$ cat config.mk
export PLATFORM = sky130hd
export DESIGN_NAME = clock_mode_ctrl
export DESIGN_NICKNAME = d
export VERILOG_FILES = /design/src/rtl/clkctl_pkg.sv /design/src/rtl/clkctl_datapath.sv /design/src/rtl/clkctl_ctrl.sv /design/src/rtl/clock_mode_ctrl.sv
export SDC_FILE = /design/constraint.sdc
export NUM_CORES = 1
export LEC_CHECK = 0
export ABC_AREA = 1
export BUFFER_PORTS_ARGS = -buffer_cell sky130_fd_sc_hd__buf_2
export CORE_UTILIZATION = 59
export DETAILED_ROUTE_END_ITERATION = 6
export PLACE_DENSITY = 0.86
export REMOVE_ABC_BUFFERS = 1
export SLEW_MARGIN = 20
export SYNTH_ARGS = -nofsm -noshare
export SYNTH_HDL_FRONTEND = slang
export SYNTH_HIERARCHICAL = 1
export SYNTH_SLANG_ARGS = --single-unit
$ cat constraint.sdc
create_clock -name clk -period 6 [get_ports clk]
set_clock_uncertainty 0.2 [all_clocks]
set_input_delay 0.9 -clock clk [delete_from_list [all_inputs] [get_ports clk]]
set_output_delay 0.9 -clock clk [all_outputs]
set_load 0.02 [all_outputs]
$ cat src/rtl/clkctl_pkg.sv
package clkctl_pkg;
  typedef struct packed {
    logic mainRun;   // main oscillator enabled and valid
    logic subRun;    // sub oscillator enabled and valid
    logic useSub;    // CPU source in use is the subclock
    logic slowMode;  // main clock uses the slow divide
    logic gateCpu;   // suppress CPU enable (standby or settle)
  } ctlStrobe_t;
endpackage

$ cat src/rtl/clkctl_datapath.sv
module clkctl_datapath
  import clkctl_pkg::*;
#(
  parameter int FAST_DIV = 2,
  parameter int SLOW_DIV = 8,
  parameter int SUB_DIV  = 4,
  parameter int PERI_DIV = 4
) (
  input  logic       clk,
  input  logic       rstN,
  input  logic       subTick,
  input  ctlStrobe_t ctl,
  output logic       atBoundary,
  output logic       cpuEn,
  output logic       periTick,
  output logic       subFeed
);
  localparam int MAX_MAIN = (SLOW_DIV > FAST_DIV) ? SLOW_DIV : FAST_DIV;
  localparam int MAX_DIV  = (SUB_DIV > MAX_MAIN) ? SUB_DIV : MAX_MAIN;
  localparam int CW       = $clog2(MAX_DIV + 1);

  logic          srcTick;
  logic [CW-1:0] cycCnt;
  logic [CW-1:0] term;

  assign srcTick = ctl.useSub ? (ctl.subRun && subTick) : ctl.mainRun;

  always_comb begin
    if (ctl.useSub)        term = CW'(SUB_DIV - 1);
    else if (ctl.slowMode) term = CW'(SLOW_DIV - 1);
    else                   term = CW'(FAST_DIV - 1);
  end

  assign atBoundary = srcTick && (cycCnt >= term);
  assign cpuEn      = atBoundary && !ctl.gateCpu;
  assign subFeed    = ctl.subRun && subTick;

  always_ff @(posedge clk or negedge rstN) begin
    if (!rstN)        cycCnt <= '0;
    else if (srcTick) cycCnt <= atBoundary ? '0 : cycCnt + 1'b1;
  end

  generate
    if (PERI_DIV <= 1) begin : g_periDirect
      assign periTick = ctl.mainRun;
    end else begin : g_periCount
      localparam int PW = $clog2(PERI_DIV);
      logic [PW-1:0] periCnt;
      logic          periWrap;
      assign periWrap = (periCnt == PW'(PERI_DIV - 1));
      assign periTick = ctl.mainRun && periWrap;
      always_ff @(posedge clk or negedge rstN) begin
        if (!rstN)            periCnt <= '0;
        else if (ctl.mainRun) periCnt <= periWrap ? '0 : periCnt + 1'b1;
      end
    end
  endgenerate


  peri_stopped_chk: assert property (@(posedge clk) disable iff (!rstN)
    !ctl.mainRun |-> !periTick);

  feed_stopped_chk: assert property (@(posedge clk) disable iff (!rstN)
    !ctl.subRun |-> !subFeed);
endmodule

$ cat src/rtl/clkctl_ctrl.sv
module clkctl_ctrl
  import clkctl_pkg::*;
#(
  parameter int SETTLE_CYC = 2048
) (
  input  logic       clk,
  input  logic       rstN,
  input  logic       wrEn,
  input  logic [1:0] wrSel,
  input  logic [7:0] wrData,
  input  logic       haltReq,
  input  logic       stopReq,
  input  logic       irq,
  input  logic       mainOscValid,
  input  logic       subOscValid,
  input  logic       atBoundary,
  input  logic       cpuEn,
  output ctlStrobe_t ctl,
  output logic       mainOscEn,
  output logic       subOscEn,
  output logic       fbResEn,
  output logic       srcIsSub,
  output logic       halted,
  output logic       stopped
);
  localparam int SW = $clog2(SETTLE_CYC + 1);

  logic          pccStopMain, pccSlow;
  logic          somStopSub, somFbOff;
  logic          selSub, curSrcSub;
  logic [SW-1:0] settleCnt;
  logic          wrPcc, wrSom, wrSrc;
  logic          mainRun, subRun, targetRun;
  logic          unusedWrBits;

  assign unusedWrBits = ^{wrData[6:5], wrData[3:2]};

  assign wrPcc = wrEn && (wrSel == 2'd0);
  assign wrSom = wrEn && (wrSel == 2'd1);
  assign wrSrc = wrEn && (wrSel == 2'd2);

  assign mainOscEn = rstN && !stopped && !(pccStopMain && selSub && curSrcSub);
  assign subOscEn  = !somStopSub;
  assign fbResEn   = !somFbOff;
  assign mainRun   = mainOscEn && mainOscValid;
  assign subRun    = subOscEn && subOscValid;
  assign targetRun = selSub ? subRun : mainRun;
  assign srcIsSub  = curSrcSub;

  assign ctl.mainRun  = mainRun;
  assign ctl.subRun   = subRun;
  assign ctl.useSub   = curSrcSub;
  assign ctl.slowMode = pccSlow;
  assign ctl.gateCpu  = halted || stopped || (settleCnt != '0);

  // register writes with the rejection rules
  always_ff @(posedge clk or negedge rstN) begin
    if (!rstN) begin
      pccStopMain <= 1'b0;
      pccSlow     <= 1'b1;
      somStopSub  <= 1'b0;
      somFbOff    <= 1'b0;
      selSub      <= 1'b0;
    end else begin
      if (wrPcc) begin
        pccSlow     <= wrData[1];
        pccStopMain <= wrData[7] ? (curSrcSub ? 1'b1 : pccStopMain) : 1'b0;
      end
      if (wrSom) begin
        somFbOff   <= wrData[1];
        somStopSub <= wrData[0] ? ((selSub || curSrcSub) ? somStopSub : 1'b1) : 1'b0;
      end
      if (wrSrc) begin
        selSub <= wrData[4] ? (somStopSub ? selSub : 1'b1) : 1'b0;
      end
    end
  end

  // source switch at a cycle boundary once the target is valid
  always_ff @(posedge clk or negedge rstN) begin
    if (!rstN) curSrcSub <= 1'b0;
    else if (atBoundary && (selSub != curSrcSub) && targetRun) curSrcSub <= selSub;
  end

  // standby states and settle counter
  always_ff @(posedge clk or negedge rstN) begin
    if (!rstN) begin
      halted    <= 1'b0;
      stopped   <= 1'b0;
      settleCnt <= '0;
    end else begin
      if (settleCnt != '0) settleCnt <= settleCnt - 1'b1;
      if (halted) begin
        if (irq) halted <= 1'b0;
      end else if (stopped) begin
        if (irq) begin
          stopped   <= 1'b0;
          settleCnt <= SW'(SETTLE_CYC);
        end
      end else if (stopReq && !curSrcSub) begin
        stopped <= 1'b1;
      end else if (haltReq) begin
        halted <= 1'b1;
      end
    end
  end


  stop_mainoff_chk: assert property (@(posedge clk) disable iff (!rstN)
    stopped |-> !mainOscEn);

  stop_refused_chk: assert property (@(posedge clk) disable iff (!rstN)
    (stopReq && curSrcSub && !halted && !stopped) |=> !stopped);

  standby_gate_chk: assert property (@(posedge clk) disable iff (!rstN)
    (halted || stopped) |-> !cpuEn);

  settle_gate_chk: assert property (@(posedge clk) disable iff (!rstN)
    (settleCnt != '0) |-> !cpuEn);

  switch_boundary_chk: assert property (@(posedge clk) disable iff (!rstN)
    (curSrcSub != $past(curSrcSub)) |-> $past(atBoundary));

  sub_feeding_chk: assert property (@(posedge clk) disable iff (!rstN)
    curSrcSub |-> subOscEn);

  halt_stop_excl_chk: assert property (@(posedge clk) disable iff (!rstN)
    !(halted && stopped));
endmodule

$ cat src/rtl/clock_mode_ctrl.sv
module clock_mode_ctrl
  import clkctl_pkg::*;
#(
  parameter int FAST_DIV   = 2,
  parameter int SLOW_DIV   = 8,
  parameter int SUB_DIV    = 4,
  parameter int PERI_DIV   = 4,
  parameter int SETTLE_CYC = 2048
) (
  input  logic       clk,
  input  logic       rstN,
  input  logic       wrEn,
  input  logic [1:0] wrSel,
  input  logic [7:0] wrData,
  input  logic       haltReq,
  input  logic       stopReq,
  input  logic       irq,
  input  logic       subTick,
  input  logic       mainOscValid,
  input  logic       subOscValid,
  output logic       mainOscEn,
  output logic       subOscEn,
  output logic       fbResEn,
  output logic       cpuEn,
  output logic       periTick,
  output logic       subFeed,
  output logic       srcIsSub,
  output logic       halted,
  output logic       stopped
);
  ctlStrobe_t ctl;
  logic       atBoundary;

  clkctl_ctrl #(.SETTLE_CYC(SETTLE_CYC)) u_ctrl (
    .clk(clk), .rstN(rstN), .wrEn(wrEn), .wrSel(wrSel), .wrData(wrData),
    .haltReq(haltReq), .stopReq(stopReq), .irq(irq),
    .mainOscValid(mainOscValid), .subOscValid(subOscValid),
    .atBoundary(atBoundary), .cpuEn(cpuEn), .ctl(ctl),
    .mainOscEn(mainOscEn), .subOscEn(subOscEn), .fbResEn(fbResEn),
    .srcIsSub(srcIsSub), .halted(halted), .stopped(stopped)
  );

  clkctl_datapath #(
    .FAST_DIV(FAST_DIV), .SLOW_DIV(SLOW_DIV), .SUB_DIV(SUB_DIV), .PERI_DIV(PERI_DIV)
  ) u_dp (
    .clk(clk), .rstN(rstN), .subTick(subTick), .ctl(ctl),
    .atBoundary(atBoundary), .cpuEn(cpuEn), .periTick(periTick), .subFeed(subFeed)
  );
endmodule

==> run summary <==
The run finished with clean final reports. The number of library cell types mapped by synthesis is 21. The relative slew slack is roughly three fifths. The number of synthesized register bits came out at 26.

The number of buffers inserted by post-CTS setup repair came out at 0. The worst-case setup margin in the final layout is 2.57 ns. The average vias per placed instance came out at 4.98. The post-synthesis cell count came out at between 200 and 250. The routability-driven placement congestion ratio came out at between 0.8 and 0.9. The proportion of register bits with asynchronous set or reset after synthesis came out at 100%. The measured slew at the worst slew-check pin is between 0.5 and 0.6 ns.

The final number of max-transition violations is 0. The post-route antenna net violation count came out at 0. In this run the most critical hold path is launched from u_dp/g_periCount.periCnt[0]. After detailed routing, the average wire length per cell comes to approximately 10 µm. The netlist area before placement came out at 0.00160 mm². The multi-input gate area in the final layout is between 700 and 800 µm². For this run, the top clock speed supported by timing is ~290 MHz. The minimum clock period after layout came out at 3.43 ns. The worst setup path is launched from an input port. The total via count in the routed design is 1,384. The total wire length came out at approximately 2.8 mm.

The die area is just under 0.003 mm². In this run switching power makes up 46.8% of total power. The commonest non-fill, non-tap cell in the layout is sky130_fd_sc_hd__nand2_1. The worst setup timing slack at the placement stage is around 2.5 ns. In this run the number of H-tree levels came out at 1.

The clock insertion delay at the later pin of the skew report is approximately 0.32 ns. For the worst setup path, the data required time is a little under 5 ns. The post-route DRC violation count came out at 0. For hold timing, the worst endpoint is u_dp/g_periCount.periCnt[0]. The total internal power came out at around 0.42 mW. The area added between synthesis and finish is 8.62%. In this run, synthesis inferred 0 flip-flops with an integrated enable.

Data arrives at the worst endpoint at around 2.3 ns. The share of synthesized area occupied by flip-flops and latches is between 40% and 50%. The tree is rooted in a sky130_fd_sc_hd__clkbuf_4.

The total count of hold-check failures in the final report came out at 0. The number of port buffers came out at 23. The total setup violations reported at the end of the flow came out at 0. The largest fanout on the critical path is 27. Measured along the y axis, the die boundary spans roughly 54 µm. Counting along the longest clock path gives a buffer depth of 2. The number of rows in the core area is 18. For the worst flop-to-flop path, the logic depth is 14. STA classifies the critical path endpoint as an output pin. For this design the total switching power over the nets is between 0.3 and 0.4 mW. The number of max-cap violations came out at 0.

The analysis attributes to cell leakage a power of ~1.0 nW. The ratio of final minimum period to clock period is between 50% and 60%. VDD sags by at most ~0.33 mV.

The number of antenna repair diodes came out at 0. The setup path with the least slack is of type input port to output pin. After filler insertion, the fill cell instance count of the layout stands at 223. Buffers inserted to repair hold after CTS numbered 0. The number of synthesis warnings is 6. The CTS tree is built.

Setup repair after global routing left no endpoint under its margin. Along the worst hold path, the cell count comes to 1. The number of antenna violations at the first check in global routing is 0. The final-stage net count came out at 275. Combinational logic is responsible for just over 50% of the overall power. The HPWL after detailed placement is around 2.1 mm. The critical register-to-register path startpoint is u_ctrl/srcIsSub. The placed instance area came out at between 0.0015 and 0.002 mm². The number of DRC markers in iteration 0 came out at 27. The global-route wire length before repair came out at approximately 5 mm. The tightest min-delay check is of the flop to flop type. The flip-flop cell with the highest count after synthesis is sky130_fd_sc_hd__dfrtp_1. The final sum of negative setup slack is 0 ns. The sequential power share is around 39%. After clock tree synthesis, the clock-pin slew on the worst setup and hold paths is 0.13 ns.

The critical path starts at rstN. The starting utilization of the core area came out at between 60% and 70%. The clock power share came out at under 10%. The top-level I/O count came out at 28. The layout cell share with drive strength beyond 1 is 14.9%. The endpoint of the lowest-slack register-to-register path is u_ctrl/srcIsSub. The first detailed-routing pass ran for 4 iterations.

The die width is about 54 µm. For this run the aggregate overflow at the end of global routing stands at 0. In this run the standard cell core region covers ~0.0025 mm².

Global routing used between 20% and 30% of the available tracks across all layers. The number of buffers created by CTS came out at 3. The pin count of the biggest net entering global routing came out at 28. The synthesized area divided by synthesized cell count came out at between 7 and 8 µm². The post-CTS resize count came out at 0. Once layout is done, the placed cells without fillers occupy 0.00173 mm². The count of clock tree sinks is 26. Leaving out fill and tap cells, the most frequent cells in the layout are sky130_fd_sc_hd__nand2_1, sky130_fd_sc_hd__inv_1, sky130_fd_sc_hd__nor2_1, sky130_fd_sc_hd__dfrtp_1, sky130_fd_sc_hd__buf_2. The number of global-route vias before repair came out at between 1k and 1.5k. The setup slack of the worst register-to-register path is about 4 ns. The ratio of total power to cell area is about 460 mW/mm². The combined flip-flop and latch cell area came out at about 650 µm².
## through the flow
step	utilization [%]	hold slack [ns]	power, mW	std cells
after floorplan	-	0.246	0.622	221
after global placement	67.7	0.265	0.706	274
after global routing	68.8	0.322	0.883	278
after CTS	68.8	0.285	0.796	278
after detailed placement	67.7	0.266	0.717	274
final	68.8	0.279	0.791	278
## metal layers
layer / GRT usage [%] / up-vias / routed length, µm
met5: 0 / - / 0
met4: 7.69 / 0 / 37
met3: 3.67 / 4 / 113
met2: 33.1 / 30 / 1170
met1: 37.0 / 607 / 1510
li1: - / 743 / -
## synthesized netlist by cell type (all sizes together), types with 5 or more instances
cell	instances	area [µm²]
dfrtp	25	626
nand2	67	262
nor2	33	131
ha	7	87.6
nand3	20	100
buf	5	41.3
a21oi	11	66.3
nand4	6	37.5
inv	40	150
o21ai	6	30.0
## state kept, by name (all words and copies together) (netlist names)
signal,flops
u_dp/cycCnt,4
u_ctrl/pccSlow,1
u_ctrl/pccStopMain,1
u_ctrl/somStopSub,1
u_ctrl/srcIsSub,1
u_ctrl/selSub,1
u_dp/g_periCount.periCnt,2
u_ctrl/stopped,1
u_ctrl/somFbOff,1
u_ctrl/halted,1
u_ctrl/settleCnt,12
## worst max-delay path by stage
stage,end,slack (ns)
after global routing,cpuEn,2.32
after CTS,cpuEn,2.52
after floorplan,cpuEn,3.05
after global placement,cpuEn,2.51
final,cpuEn,2.57
after detailed placement,cpuEn,2.52
## logic make-up after synthesis
| logic type | share of synthesized area, % |
|---|---|
| and+or+nand+nor | 34.0 |
| buffers and inverters | 12.0 |
| DFF | 40.8 |
| AOI/OAI and AO/OA | 6.58 |
| adders and majority gates | 5.49 |
| xor gates and xnor gates | 1.10 |
## power by group through the flow
stage | sequential, mW | clock (mW) | combinational (mW)
global route | 0.322 | 0.0868 | 0.474
global placement | 0.314 | 0 | 0.393
floorplan | 0.310 | 0 | 0.312
CTS | 0.311 | 0.0805 | 0.405
detailed placement | 0.314 | 0 | 0.404
finish | 0.312 | 0.0765 | 0.403
## cell type report
class / count / area share (%)
clock buffers: 4 / 1.52
inverters: 40 / 8.66
multi-input cells: 155 / 43.4
flip-flops and latches: 26 / 37.6
well taps: 30 / 2.16
repair buffers: 23 / 6.64
## worst max-delay path, cell delays in order
cell and delay (ns):
sky130_fd_sc_hd__buf_2 0.47, sky130_fd_sc_hd__nand3_1 0.14, sky130_fd_sc_hd__inv_1 0.09, sky130_fd_sc_hd__nand2_1 0.06
sky130_fd_sc_hd__inv_1 0.13, sky130_fd_sc_hd__nand2_1 0.08, sky130_fd_sc_hd__nand2_2 0.11, sky130_fd_sc_hd__nand2_1 0.08
sky130_fd_sc_hd__nor2_1 0.08, sky130_fd_sc_hd__buf_2 0.17
No activity file was read; power rests on OpenSTA's default activity.
